===== src/rtl/spi_mem_front.sv =====
module spi_mem_front #(
  parameter int AW   = 9,
  parameter int PAGE = 16
) (
  input  logic          clk,
  input  logic          rst_n,
  input  logic          spi_cs_n,
  input  logic          spi_sck,
  input  logic          spi_mosi,
  input  logic          spi_hold_n,
  output logic          spi_miso,
  output logic          spi_miso_oe,
  output logic [AW-1:0] mem_addr,
  input  logic [7:0]    mem_rdata,
  input  logic [7:0]    status_in,
  output logic          mem_wr,
  output logic [7:0]    mem_wdata,
  output logic          cmd_commit,
  output logic [1:0]    cmd_kind
);
  localparam int PW     = $clog2(PAGE);
  localparam bit HAS_A8 = (AW > 8);

  typedef enum logic [2:0] {S_OPC, S_ADR, S_WIN, S_SR, S_RD, S_IGN} st_t;

  st_t           st;
  logic          sck_q, cs_q, sel, held, ok, adv, oe_r, q_r, rd, a_hi;
  logic [2:0]    bcnt;
  logic [6:0]    sh;
  logic [AW-1:0] addr;
  logic [1:0]    kind;
  logic [7:0]    obyte;

  wire       cs_fall = ~spi_cs_n & cs_q;
  wire       cs_rise = spi_cs_n & ~cs_q & sel;
  wire       live    = sel & ~spi_cs_n & ~held;
  wire       sck_r   = live & spi_sck & ~sck_q;
  wire       sck_f   = live & ~spi_sck & sck_q;
  wire [7:0] byte_in = {sh, spi_mosi};
  wire       bit7    = (bcnt == 3'd7);
  wire       hi_ok   = (byte_in[7:4] == 4'h0) && (HAS_A8 || !byte_in[3]);
  wire       is_rd   = hi_ok && (byte_in[2:0] == 3'b011);
  wire       is_wr   = hi_ok && (byte_in[2:0] == 3'b010);
  wire [8:0] a_full  = {a_hi & HAS_A8, byte_in};
  wire [7:0] src     = (st == S_SR) ? status_in : mem_rdata;

  assign mem_addr    = addr;
  assign spi_miso_oe = oe_r & sel & ~held & ~spi_cs_n;
  assign spi_miso    = spi_miso_oe & q_r;

  always_ff @(posedge clk or negedge rst_n) begin
    if (!rst_n) begin
      sck_q <= 1'b0; cs_q <= 1'b0; sel <= 1'b0; held <= 1'b0;
      st <= S_IGN; bcnt <= '0; sh <= '0; addr <= '0; a_hi <= 1'b0;
      kind <= '0; ok <= 1'b0; adv <= 1'b0; rd <= 1'b0;
      oe_r <= 1'b0; q_r <= 1'b0; obyte <= '0;
      mem_wr <= 1'b0; mem_wdata <= '0; cmd_commit <= 1'b0; cmd_kind <= '0;
    end else begin
      sck_q      <= spi_sck;
      cs_q       <= spi_cs_n;
      mem_wr     <= 1'b0;
      cmd_commit <= 1'b0;
      if (!spi_sck) held <= ~spi_hold_n;
      if (cs_fall) begin
        sel <= 1'b1; st <= S_OPC; bcnt <= '0;
        ok <= 1'b0; adv <= 1'b0; oe_r <= 1'b0;
      end else if (cs_rise) begin
        sel <= 1'b0; oe_r <= 1'b0; st <= S_IGN;
        if (ok) begin
          cmd_commit <= 1'b1;
          cmd_kind   <= kind;
        end
      end else if (sck_r) begin
        bcnt <= bcnt + 3'd1;
        sh   <= byte_in[6:0];
        ok   <= 1'b0;
        case (st)
          S_OPC: if (bit7) begin
            a_hi <= byte_in[3];
            rd   <= is_rd;
            if (byte_in == 8'h06)      begin kind <= 2'd0; ok <= 1'b1; st <= S_IGN; end
            else if (byte_in == 8'h04) begin kind <= 2'd1; ok <= 1'b1; st <= S_IGN; end
            else if (byte_in == 8'h05) st <= S_SR;
            else if (byte_in == 8'h01) begin kind <= 2'd2; st <= S_WIN; end
            else if (is_rd)            st <= S_ADR;
            else if (is_wr)            begin kind <= 2'd3; st <= S_ADR; end
            else                       st <= S_IGN;
          end
          S_ADR: if (bit7) begin
            addr <= a_full[AW-1:0];
            st   <= rd ? S_RD : S_WIN;
          end
          S_WIN: begin
            if (adv && bcnt == 3'd0) begin
              addr <= {addr[AW-1:PW], addr[PW-1:0] + PW'(1)};
              adv  <= 1'b0;
            end
            if (bit7) begin
              mem_wdata <= byte_in;
              ok        <= 1'b1;
              if (kind == 2'd2) st <= S_IGN;
              else begin
                mem_wr <= 1'b1;
                adv    <= 1'b1;
              end
            end
          end
          S_RD: if (bit7) addr <= addr + AW'(1);
          default: ;
        endcase
      end else if (sck_f && (st == S_RD || st == S_SR)) begin
        oe_r <= 1'b1;
        if (bcnt == 3'd0) begin
          obyte <= src;
          q_r   <= src[7];
        end else begin
          q_r <= obyte[3'd7 - bcnt];
        end
      end
    end
  end
endmodule


===== config.mk =====
export PLATFORM = sky130hd
export DESIGN_NAME = spi_mem_front
export DESIGN_NICKNAME = d
export VERILOG_FILES = /design/src/rtl/spi_mem_front.sv
export SDC_FILE = /design/constraint.sdc
export NUM_CORES = 1
export LEC_CHECK = 0
export CAP_MARGIN = 20
export CORE_AREA = 8 8 111 113
export CTS_CLUSTER_DIAMETER = 120
export DETAILED_ROUTE_END_ITERATION = 6
export DIE_AREA = 0 0 119 121
export HOLD_SLACK_MARGIN = 0.05
export SYNTH_ARGS = -nofsm -noshare
export SYNTH_HDL_FRONTEND = slang
export SYNTH_SLANG_ARGS = --single-unit

===== constraint.sdc =====
create_clock -name clk -period 2.05 [get_ports clk]
set_input_delay 0.41 -clock clk [delete_from_list [all_inputs] [get_ports clk]]
set_output_delay 0.41 -clock clk [all_outputs]
set_load 0.01 [all_outputs]

# Yosys cells after proc, flatten, opt, wreduce, memory -nomap -nowiden
# Index checks and enable logic that the tools add are counted.
word_totals:
  inputBits: 22
  rom_bits: 0
  mem_bits_rw: 0
  out_inout_bits: 23
  ff_bits: 54
  latch_bits: 0
  memories: 0
op_classes:
  div: 0
  multipliers: 0
  n_addsub: 4
  eq_ne: 23
  magnitude_cmp: 1
  n_reduce_logical: 30
  n_mux: 62
  bitwise: 23
  n_shift: 0
op_table:
  columns: ["cell", "n"]
  rows:
  - ["$mux W3", 17]
  - ["$mux W1", 31]
  - ["$pmux W9 S3", 1]
  - ["$eq A8 B3 Y1 const B", 3]
  - ["$mux W9", 2]
  - ["$ne A4 B4 Y1 const B", 4]
  - ["$reduce_and A5 Y1", 3]
  - ["$reduce_and A7 Y1", 2]
  - ["$and A1 B1 Y1", 13]
  - ["$eq A3 B2 Y1 const B", 4]
  - ["$mux W2", 6]
  - ["$not A1 Y1", 10]
  - ["$add A9 B1 Y9 const B", 1]
  - ["$pmux W3 S3", 1]
  - ["$reduce_and A3 Y1", 3]
  - ["$reduce_bool A3 Y1", 3]
  - ["$eq A8 B1 Y1 const B", 1]
  - ["$mux W8", 1]
  - ["$ne A2 B2 Y1 const B", 4]
  - ["$reduce_and A8 Y1", 1]
  - ["$reduce_bool A2 Y1", 4]
  - ["$eq A3 B3 Y1 const B", 2]
  - ["$logic_not A3 Y1", 2]
  - ["$ne A3 B3 Y1 const B", 2]
  - ["18 further kinds", 22]

# Longest topological paths before layout
# Gate-level depths: netlist (run 1).
depth:
  ltp_word: 13
  ltp_mapped: 7
  ltp_nobuf: 6

# Worst setup path before layout (run 1)
# No wires, ideal clock.
synth_path:
  path_kind: "register to register"
  startpoint: "register bcnt[0]"
  endpoint: "register addr[1] (netlist: mem_addr[1])"
  path_stages_with_launch: 7
  synth_period_minus_slack_ps: 1818
  path_slack_ps: 232
  setup_time_ps: 125
  t_arrival_ps: 1693
  n_path_buf: 0
  path_cell_list: "dfrtp_1 ha_1 ha_1 nor2b_1 nand2b_1 a21oi_1 mux2_2"
synth_between:
  elab_chain_len: 4
synth_lines:
  columns: ["item", "line_no", "rtl"]
  rows:
  - ["start, declared", "28", "logic [2:0] bcnt;"]
  - ["start signal, assigned", "74", "bcnt <= bcnt + 3'd1;"]
  - ["$logic_not A3 Y1", "94", "if (adv && bcnt == 3'd0) begin"]
  - ["$logic_and A1 B1 Y1", "94", null]
  - ["$ne A2 B2 Y1 (no source line)", null, null]
  - ["$reduce_and A7 Y1 (no source line) (*)", null, null]
  - ["end signal, assigned", "90", "addr <= a_full[AW-1:0];"]
  - ["end signal, assigned", "95", "addr <= {addr[AW-1:PW], addr[PW-1:0] + PW'(1)};"]
  - ["end signal, assigned", "108", "S_RD: if (bit7) addr <= addr + AW'(1);"]
  - ["end, declared", "30", "logic [AW-1:0] addr;"]
# Every way passes the cells marked *; elsewhere a longest branch is shown, timed or not.
# A chain may end at the register's enable or synchronous reset.

# Worst setup path in the final report (run 1)
layout_path:
  startpoint: "input port spi_cs_n"
  endpoint: "output port spi_miso"
layout_between:
  elab_chain_len: 3
layout_lines:
  columns: ["item", "line_no", "rtl"]
  rows:
  - ["start, declared", "7", "input logic spi_cs_n,"]
  - ["$not A1 Y1", "48", "assign spi_miso_oe = oe_r & sel & ~held & ~spi_cs_n;"]
  - ["$and A1 B1 Y1", "48", null]
  - ["$and A1 B1 Y1", "49", "assign spi_miso = spi_miso_oe & q_r;"]
  - ["end, declared", "11", "output logic spi_miso,"]
# No other way between the ends.

==> results of run 1 <==
-- layer usage --
metal	vias to the layer above	routed length, um	share of wire [%]
met2	30	3600	50
met4	0	99	1.4
li1	1117	-	-
met1	1117	3300	46
met5	-	0	0
met3	8	184	2.6
-- layout make-up --
type	instances	area, sq um
clock buffer	5	68.8
clock inverter	3	26.3
sequential	54	1360
fill	1061	6830
timing repair buffer	75	668
multi-input combinational	193	1440
tap	140	175
inverter	10	37.5
-- worst min-delay path by stage --
| stage | from | endpoint | slack, ns | cells past startpoint |
|---|---|---|---|---|
| final | obyte[5] | obyte[5] | 0.49 | 2 |
| after global routing | oe_r | oe_r | 0.51 | 2 |
| after CTS | obyte[5] | obyte[5] | 0.49 | 2 |
| after detailed placement | rst_n | mem_addr[7] | 0.36 | 1 |
| after global placement | rst_n | mem_addr[7] | 0.36 | 1 |
| after floorplan | rst_n | a_hi | 0.11 | 0 |
-- synthesized netlist by cell type, types with 4 or more instances --
cell,instances
dfrtp_1,52
inv_1,10
ha_1,4
clkbuf_1,4
o21ai_0,15
buf_4,4
and3_1,4
a2bb2oi_1,5
nand3_1,6
nor2_1,11
nand2_1,26
nand2b_1,5
and2_1,4
nor2b_1,6
mux2i_1,11
a21oi_1,16
mux2_2,23
-- cell families (layout without fill, tap and decap cells) --
family	after synthesis	after routing	share of synthesized area (%)
adder cells (fa/ha/maj)	4	4	1.72
flip-flops	54	54	46.5
XOR/XNOR	2	2	0.602
buffers and inverters	23	93	3.87
AO/OA/AOI/OAI	59	59	13.6
multiplexers	36	36	14.2
AND/OR/NAND/NOR	92	92	19.4
-- state kept, by name, summed over array words and instances (netlist names), 2 cells and up --
name	count
mem_addr	9
mem_wdata	8
obyte	8
sh	7
bcnt	3
st	3
cmd_kind	2
kind	2
-- worst max-delay path, cell delays in order --
cell	delay, ns
clkdlybuf4s50_1	0.48
nor2b_1	0.06
and3_1	0.18
and2_1	0.15
dlygate4sd2_1	0.28
-- report_power, final --
part | switching, uW | internal, uW | leakage [uW]
clock network | 389 | 255 | 0.0000495
registers | 162 | 1170 | 0.000724
logic | 398 | 440 | 0.000890
-- per-stage QoR --
| step | setup TNS [ns] | hold slack, ns | cell area (sq um) |
|---|---|---|---|
| 6_report | 0 | 0.489 | 3770 |
| 5_1_grt | 0 | 0.514 | 3770 |
| 4_1_cts | 0 | 0.491 | 3770 |
| 3_5_place_dp | -1.49 | 0.364 | 3670 |
| 3_3_place_gp | -1.13 | 0.357 | 3670 |
| 2_1_floorplan | 0 | 0.114 | 2910 |
-- repair_timing --
action                                  CTS  global route
resized for setup                         2             1
hold endpoints to repair                 11             0
endpoints found under the setup margin    2             1
hold buffers                              1             0
==> metrics.md, run 1 <==
| Metric | Value |
|---|---|
| DP HPWL | 5530 um |
| Drt initial violations | ~130 |
| Post-route non-filler standard cell count | 480 |
| Wirelength per Cell | 15.0 um |
| Met1 Use GR | 13.0% |
| DIE WIDTH | approximately 120 um |
| Avg Cell Area, Syn | around 11 sq um |
| Clock slew seen by the registers of the worst setup and hold paths | around 0.090 ns |
| Peak Freq | around 500 MHz |
| Pwr per Cell Area | ~750 mW/mm^2 |
| Seq cells post-synth | 54 |
| Most common cell after layout, fill and taps aside | dfrtp_1 |
| # H-tree levels | 2 |
| Nets@finish | approximately 370 |
| FF-to-FF Start | st[0] |
| Primary FF master, synth | dfrtp_1 |
| Crit path capture | spi_miso |
| Setup slack after layout | 0.0876 ns |
| Vias/cell | 4.73 |
| Routed wire length | between 7000 and 8000 um |
| Remaining Overflow, GRT | 0 |
| Tightest Hold Check Type | flip-flop to flip-flop |
| CP arrival | between 1.5 and 2 ns |
| Synth top area share | 44.7% |
| Most frequent cells in the layout | dfrtp_1 (51), clkdlybuf4s50_1 (41), buf_4 (30), nand2_1 (26), mux2_2 (23) |
| Crit start category | input port |
| Pre-CTS WS | -0.196 ns |
| Warning count from the yosys run | 0 |
| Core area | between 0.01 and 0.015 sq mm |
| Post-synth ARST share | between 90% and 100% |
| Initial Util | between 20% and 30% |
| Drt first pass iters | 4 |
| Setup crit end kind | primary output |
| Final setup viols | 0 |
| Worst Setup SP | spi_cs_n |
| Via count | about 2300 |
| Synth unique cells | 58 |
| CP Class | input port to primary output |
| CTS Sinks | 54 |
| GR Util met2 | ~17% |
| Layout cell share with drive strength beyond 1 | about 24% |
| Critical path required time | 1.64 ns |
| ANT cells | 0 |
| Worst vdd ir | ~0.32 mV |
| Mapped cell area | 0.00291 sq mm |
| R2R cell count | 4 |
| Critical path fanouts, max | 2 |
| Site Rows | 38 |
| Worst R2R End | st[1] |
| Least-Margin Pin Slew | about 0.45 ns |
| Number of nets with antenna violations after routing | 0 |
| Clk Latency, worst-skew pair | about 0.32 ns |
| Synth area leader | dfrtp_1 |
| RSZ-0062 raised after global routing | false |
| Io pins | 45 |
| Placed cells | ~470 |
| Final core occ | between 30% and 40% |
| Ranking of synthesized cells by area | dfrtp_1 (45%), mux2_2 (8.9%), mux2i_1 (3.8%), nand2_1 (3.4%), a21oi_1 (2.8%) |
| R2r setup slk | about 0.1 ns |
| Post-synth EDFFs | 0 |
| # Max-Cap Violations | 0 |
| Setup bufs post-CTS | 0 |
| Period minus WS final | 1.96 ns |
| Post-Syn Instances | 270 |
| LEAKAGE | about 0.0017 uW |
| Initial antenna violation count | 0 |
| Max Slew Vio Count | 0 |
| GR peak layer | met2 |
| Design Power | 2820 uW |
| GP Congestion | 0.818 |
| Headroom to the max-slew limit | 70.2% |
| Global-route wire length before repair | 12100 um |
| Largest net degree at the start of global routing | 24 |
| Max clock buf depth | 2 |
| CTS tree | yes |
| Vias in the first global route | between 2000 and 2500 |
| Die Y | 121 um |
| Met3 GRT Util | ~1.7% |
| Gr usage total | roughly a tenth |
| Syn_nets | just under 300 |
| Final Hold Viols | 0 |
| Sequential area share after synthesis | between 40% and 50% |
| Clk_skew | approximately 0.018 ns |
| DRC viols | 0 |
| Status | completed |
| Area Growth Syn to Fin | 29.7% |
| Cts bufs inserted | 5 |
| Port bufs | 44 |
| Final period utilization | a little over nine tenths |
| Die area | approximately 0.014 sq mm |
| Root Driver | clkbuf_8 |
No activity file was read; power rests on OpenSTA's default activity.
==> run 2, diff against run 1 <==
- CORE_AREA: 8 8 111 113 -> 8 8 82 156
- DIE_AREA: 0 0 119 121 -> 0 0 90 164
==> run 2 against run 1 <==
  * Highest routed layer unchanged
  * Clock power increased by 32%
  * Critical path type is now flip-flop to flip-flop
  * Non-clock buffer count rose by 8
  * Hold slack worse by 0.43 ns
  * Sequential share of layout area shrank 1.2 points
  * Die area grew 2.5%
  * Register-to-register slack improved by 0.02 ns
  * Clock-buffer cell count up 1
  * Cell area grew 3.3%
  * Clock skew down 0.011 ns
  * Total power up 8.5%
  * Worst setup slack improved by 0.036 ns
  * Global-route usage is 0.068 points higher
==> metrics.md, run 2 (same netlist as run 1, synthesis figures left out) <==
| Metric | Value |
|---|---|
| Io pins | 45 (unchanged) |
| Most frequent cells in the layout | dfrtp_1 (52), clkdlybuf4s50_1 (40), buf_4 (38), nand2_1 (26), mux2_2 (23) |
| DRC viols | 0 (unchanged) |
| CTS Hold Buffers Added | 0 (-1) |
| DP HPWL | 6000 um (+8.5%) |
| Clk Latency, worst-skew pair | 0.29 ns (-0.03 ns) |
| Status | completed |
| Area Growth Syn to Fin | 34.0% |
| CP Class | flip-flop to flip-flop |
| Met3 GRT Util | 1.60% (-0.073 points) |
| Wirelength per Cell | 15.0 um (+0.15%) |
| Root Driver | clkbuf_16 |
| DIE WIDTH | 90 um (-24%) |
| Fillcell total | 1105 (+4.1%) |
| Drt first pass iters | 4 (unchanged) |
| Setup slack after layout | 0.123 ns (+0.0357 ns) |
| Slowest stage delay, CP | 0.64 ns (+0.16 ns) |
| Clk_skew | 0.00651 ns (-0.0111 ns) |
| Core area | 0.0108 sq mm (+2.0%) |
| Tightest Hold Check Type | input port to asynchronous set/reset pin |
| Largest net degree at the start of global routing | 22 (-8.3%) |
| Via count | 2331 (+2.6%) |
| Initial antenna violation count | 0 (unchanged) |
| GR Util met2 | 21.6% (+4.1 points) |
| Crit start category | flip-flop |
| Clock slew seen by the registers of the worst setup and hold paths | 0.07 ns (-0.02 ns) |
| Site Rows | 54 (+42%) |
| WHS | 0.0579 ns (-0.431 ns) |
| Critical path depth | 4 (-1) |
| Met1 Use GR | 8.85% (-4.1 points) |
| Cts bufs inserted | 5 (unchanged) |
| # H-tree levels | 2 (unchanged) |
| Nets@finish | 373 (+2.2%) |
| Least-Margin Pin Slew | 0.463 ns (+0.0164 ns) |
| # Max-Cap Violations | 0 (unchanged) |
| Max clock buf depth | 2 (unchanged) |
| Worst vdd ir | 0.474 mV (+49%) |
| Final setup viols | 0 (unchanged) |
| Period minus WS final | 1.93 ns (-0.0357 ns) |
| Critical path fanouts, max | 9 (+7) |
| Vias/cell | 4.78 (+0.91%) |
| Final Hold Viols | 0 (unchanged) |
| Pre-CTS WS | -0.398 ns (-0.202 ns) |
| Setup crit end kind | flip-flop |
| CP Buf/Inv Count | 0 (-2) |
| RSZ-0062 raised after global routing | false |
| CP arrival | 2.16 ns (+0.61 ns) |
| Most common cell after layout, fill and taps aside | dfrtp_1 |
| Routed wire length | 7310 um (+1.8%) |
| Finished Cell Area | 0.00390 sq mm (+3.3%) |
| Port bufs | 44 (unchanged) |
| Pwr per Cell Area | 783 mW/mm^2 (+5.0%) |
| CTS Sinks | 54 (unchanged) |
| CTS tree | yes |
| Critical-path cell list | or3b_4 > or2_0 > a2111oi_2 > mux2_2 |
| Headroom to the max-slew limit | 69.1% (-1.1 points) |
| Drt initial violations | 52 (-60%) |
| Die Y | 164 um (+36%) |
| Top delay family on crit path | simple AND/OR/NAND/NOR gates |
| Area after DPL | 0.00372 sq mm (+1.2%) |
| Layout cell share with drive strength beyond 1 | 25.9% (+1.7 points) |
| Peak Freq | 519 MHz (+1.9%) |
| LEAKAGE | 0.00174 uW (+4.6%) |
| Global-route wire length before repair | 12200 um (+0.92%) |
| Die area | 0.0148 sq mm (+2.5%) |
| R2R cell count | 4 (unchanged) |
| Gr usage total | 10.3% (+0.068 points) |
| Initial Util | 26.9% (-0.53 points) |
| ANT cells | 0 (unchanged) |
| Vias in the first global route | 2524 (+7.5%) |
| Final period utilization | 94.0% (-1.7 points) |
| Critical path required time | 2.28 ns (+0.64 ns) |
| GR peak layer | met2 |
| Critical-path top delay cell | dfstp_2 |
| GP Congestion | 0.770 (-5.8%) |
| Number of nets with antenna violations after routing | 0 (unchanged) |
| R2r setup slk | 0.12 ns (+0.02 ns) |
| Max reg flops | 9 (unchanged) |
| Max Slew Vio Count | 0 (unchanged) |
| Remaining Overflow, GRT | 0 (unchanged) |
run 2: changes by cell type in the layout (fill, tap and decap cells not counted), sizes merged:
cell	previous run	this run
buf	31	40
inv	13	11
clkbuf	5	6
dlygate4sd3	1	0
clkinv	0	1
dlygate4sd2	2	3
clkdlybuf4s50	41	40
run 2: stage by stage:
step / cells / util (%) / power (uW) / setup TNS [ns]
floorplan: 270 / - / 1930 / 0
global placement: 477 / 34.4 / 2160 / -3.59
detailed placement: 477 / 34.4 / 2170 / -3.96
CTS: 486 / 35.8 / 3040 / 0
global route: 488 / 36.1 / 3250 / 0
finish: 488 / 36.1 / 3060 / 0
run 2: cell type report:
cell class | count | area [sq um] | area share [%]
clock inverters | 2 | 17.5 | 0.449
inverters | 10 | 37.5 | 0.962
repair buffers | 83 | 737 | 18.9
well taps | 140 | 175 | 4.49
multi-input cells | 193 | 1450 | 37.2
flip-flops and latches | 54 | 1350 | 34.7
clock buffers | 6 | 129 | 3.30
run 2: path summary, 6_finish.rpt:
path,from,end
setup / recovery,st[0],st[1]
hold / removal,rst_n,kind[0]
setup reg to reg,st[0],st[1]
hold reg to reg,oe_r,oe_r
max in group asynchronous,rst_n,st[2]
min in group clk,oe_r,oe_r
run 2: timing repair:
item                                    4_1_cts  5_1_grt
resized for setup                             5        0
buffers inserted                              1        2
endpoints found under the setup margin        2        1
run 2: report_power, final:
group | internal (uW) | total (uW) | switching [uW]
sequential | 1170 | 1310 | 142
clock | 460 | 847 | 386
combinational | 486 | 896 | 409
total | 2120 | 3060 | 938
run 2: layer usage:
layer	vias up	routed length, um
met5	-	0
met4	0	225
met3	12	186
met2	39	4520
met1	1144	2380
li1	1136	-
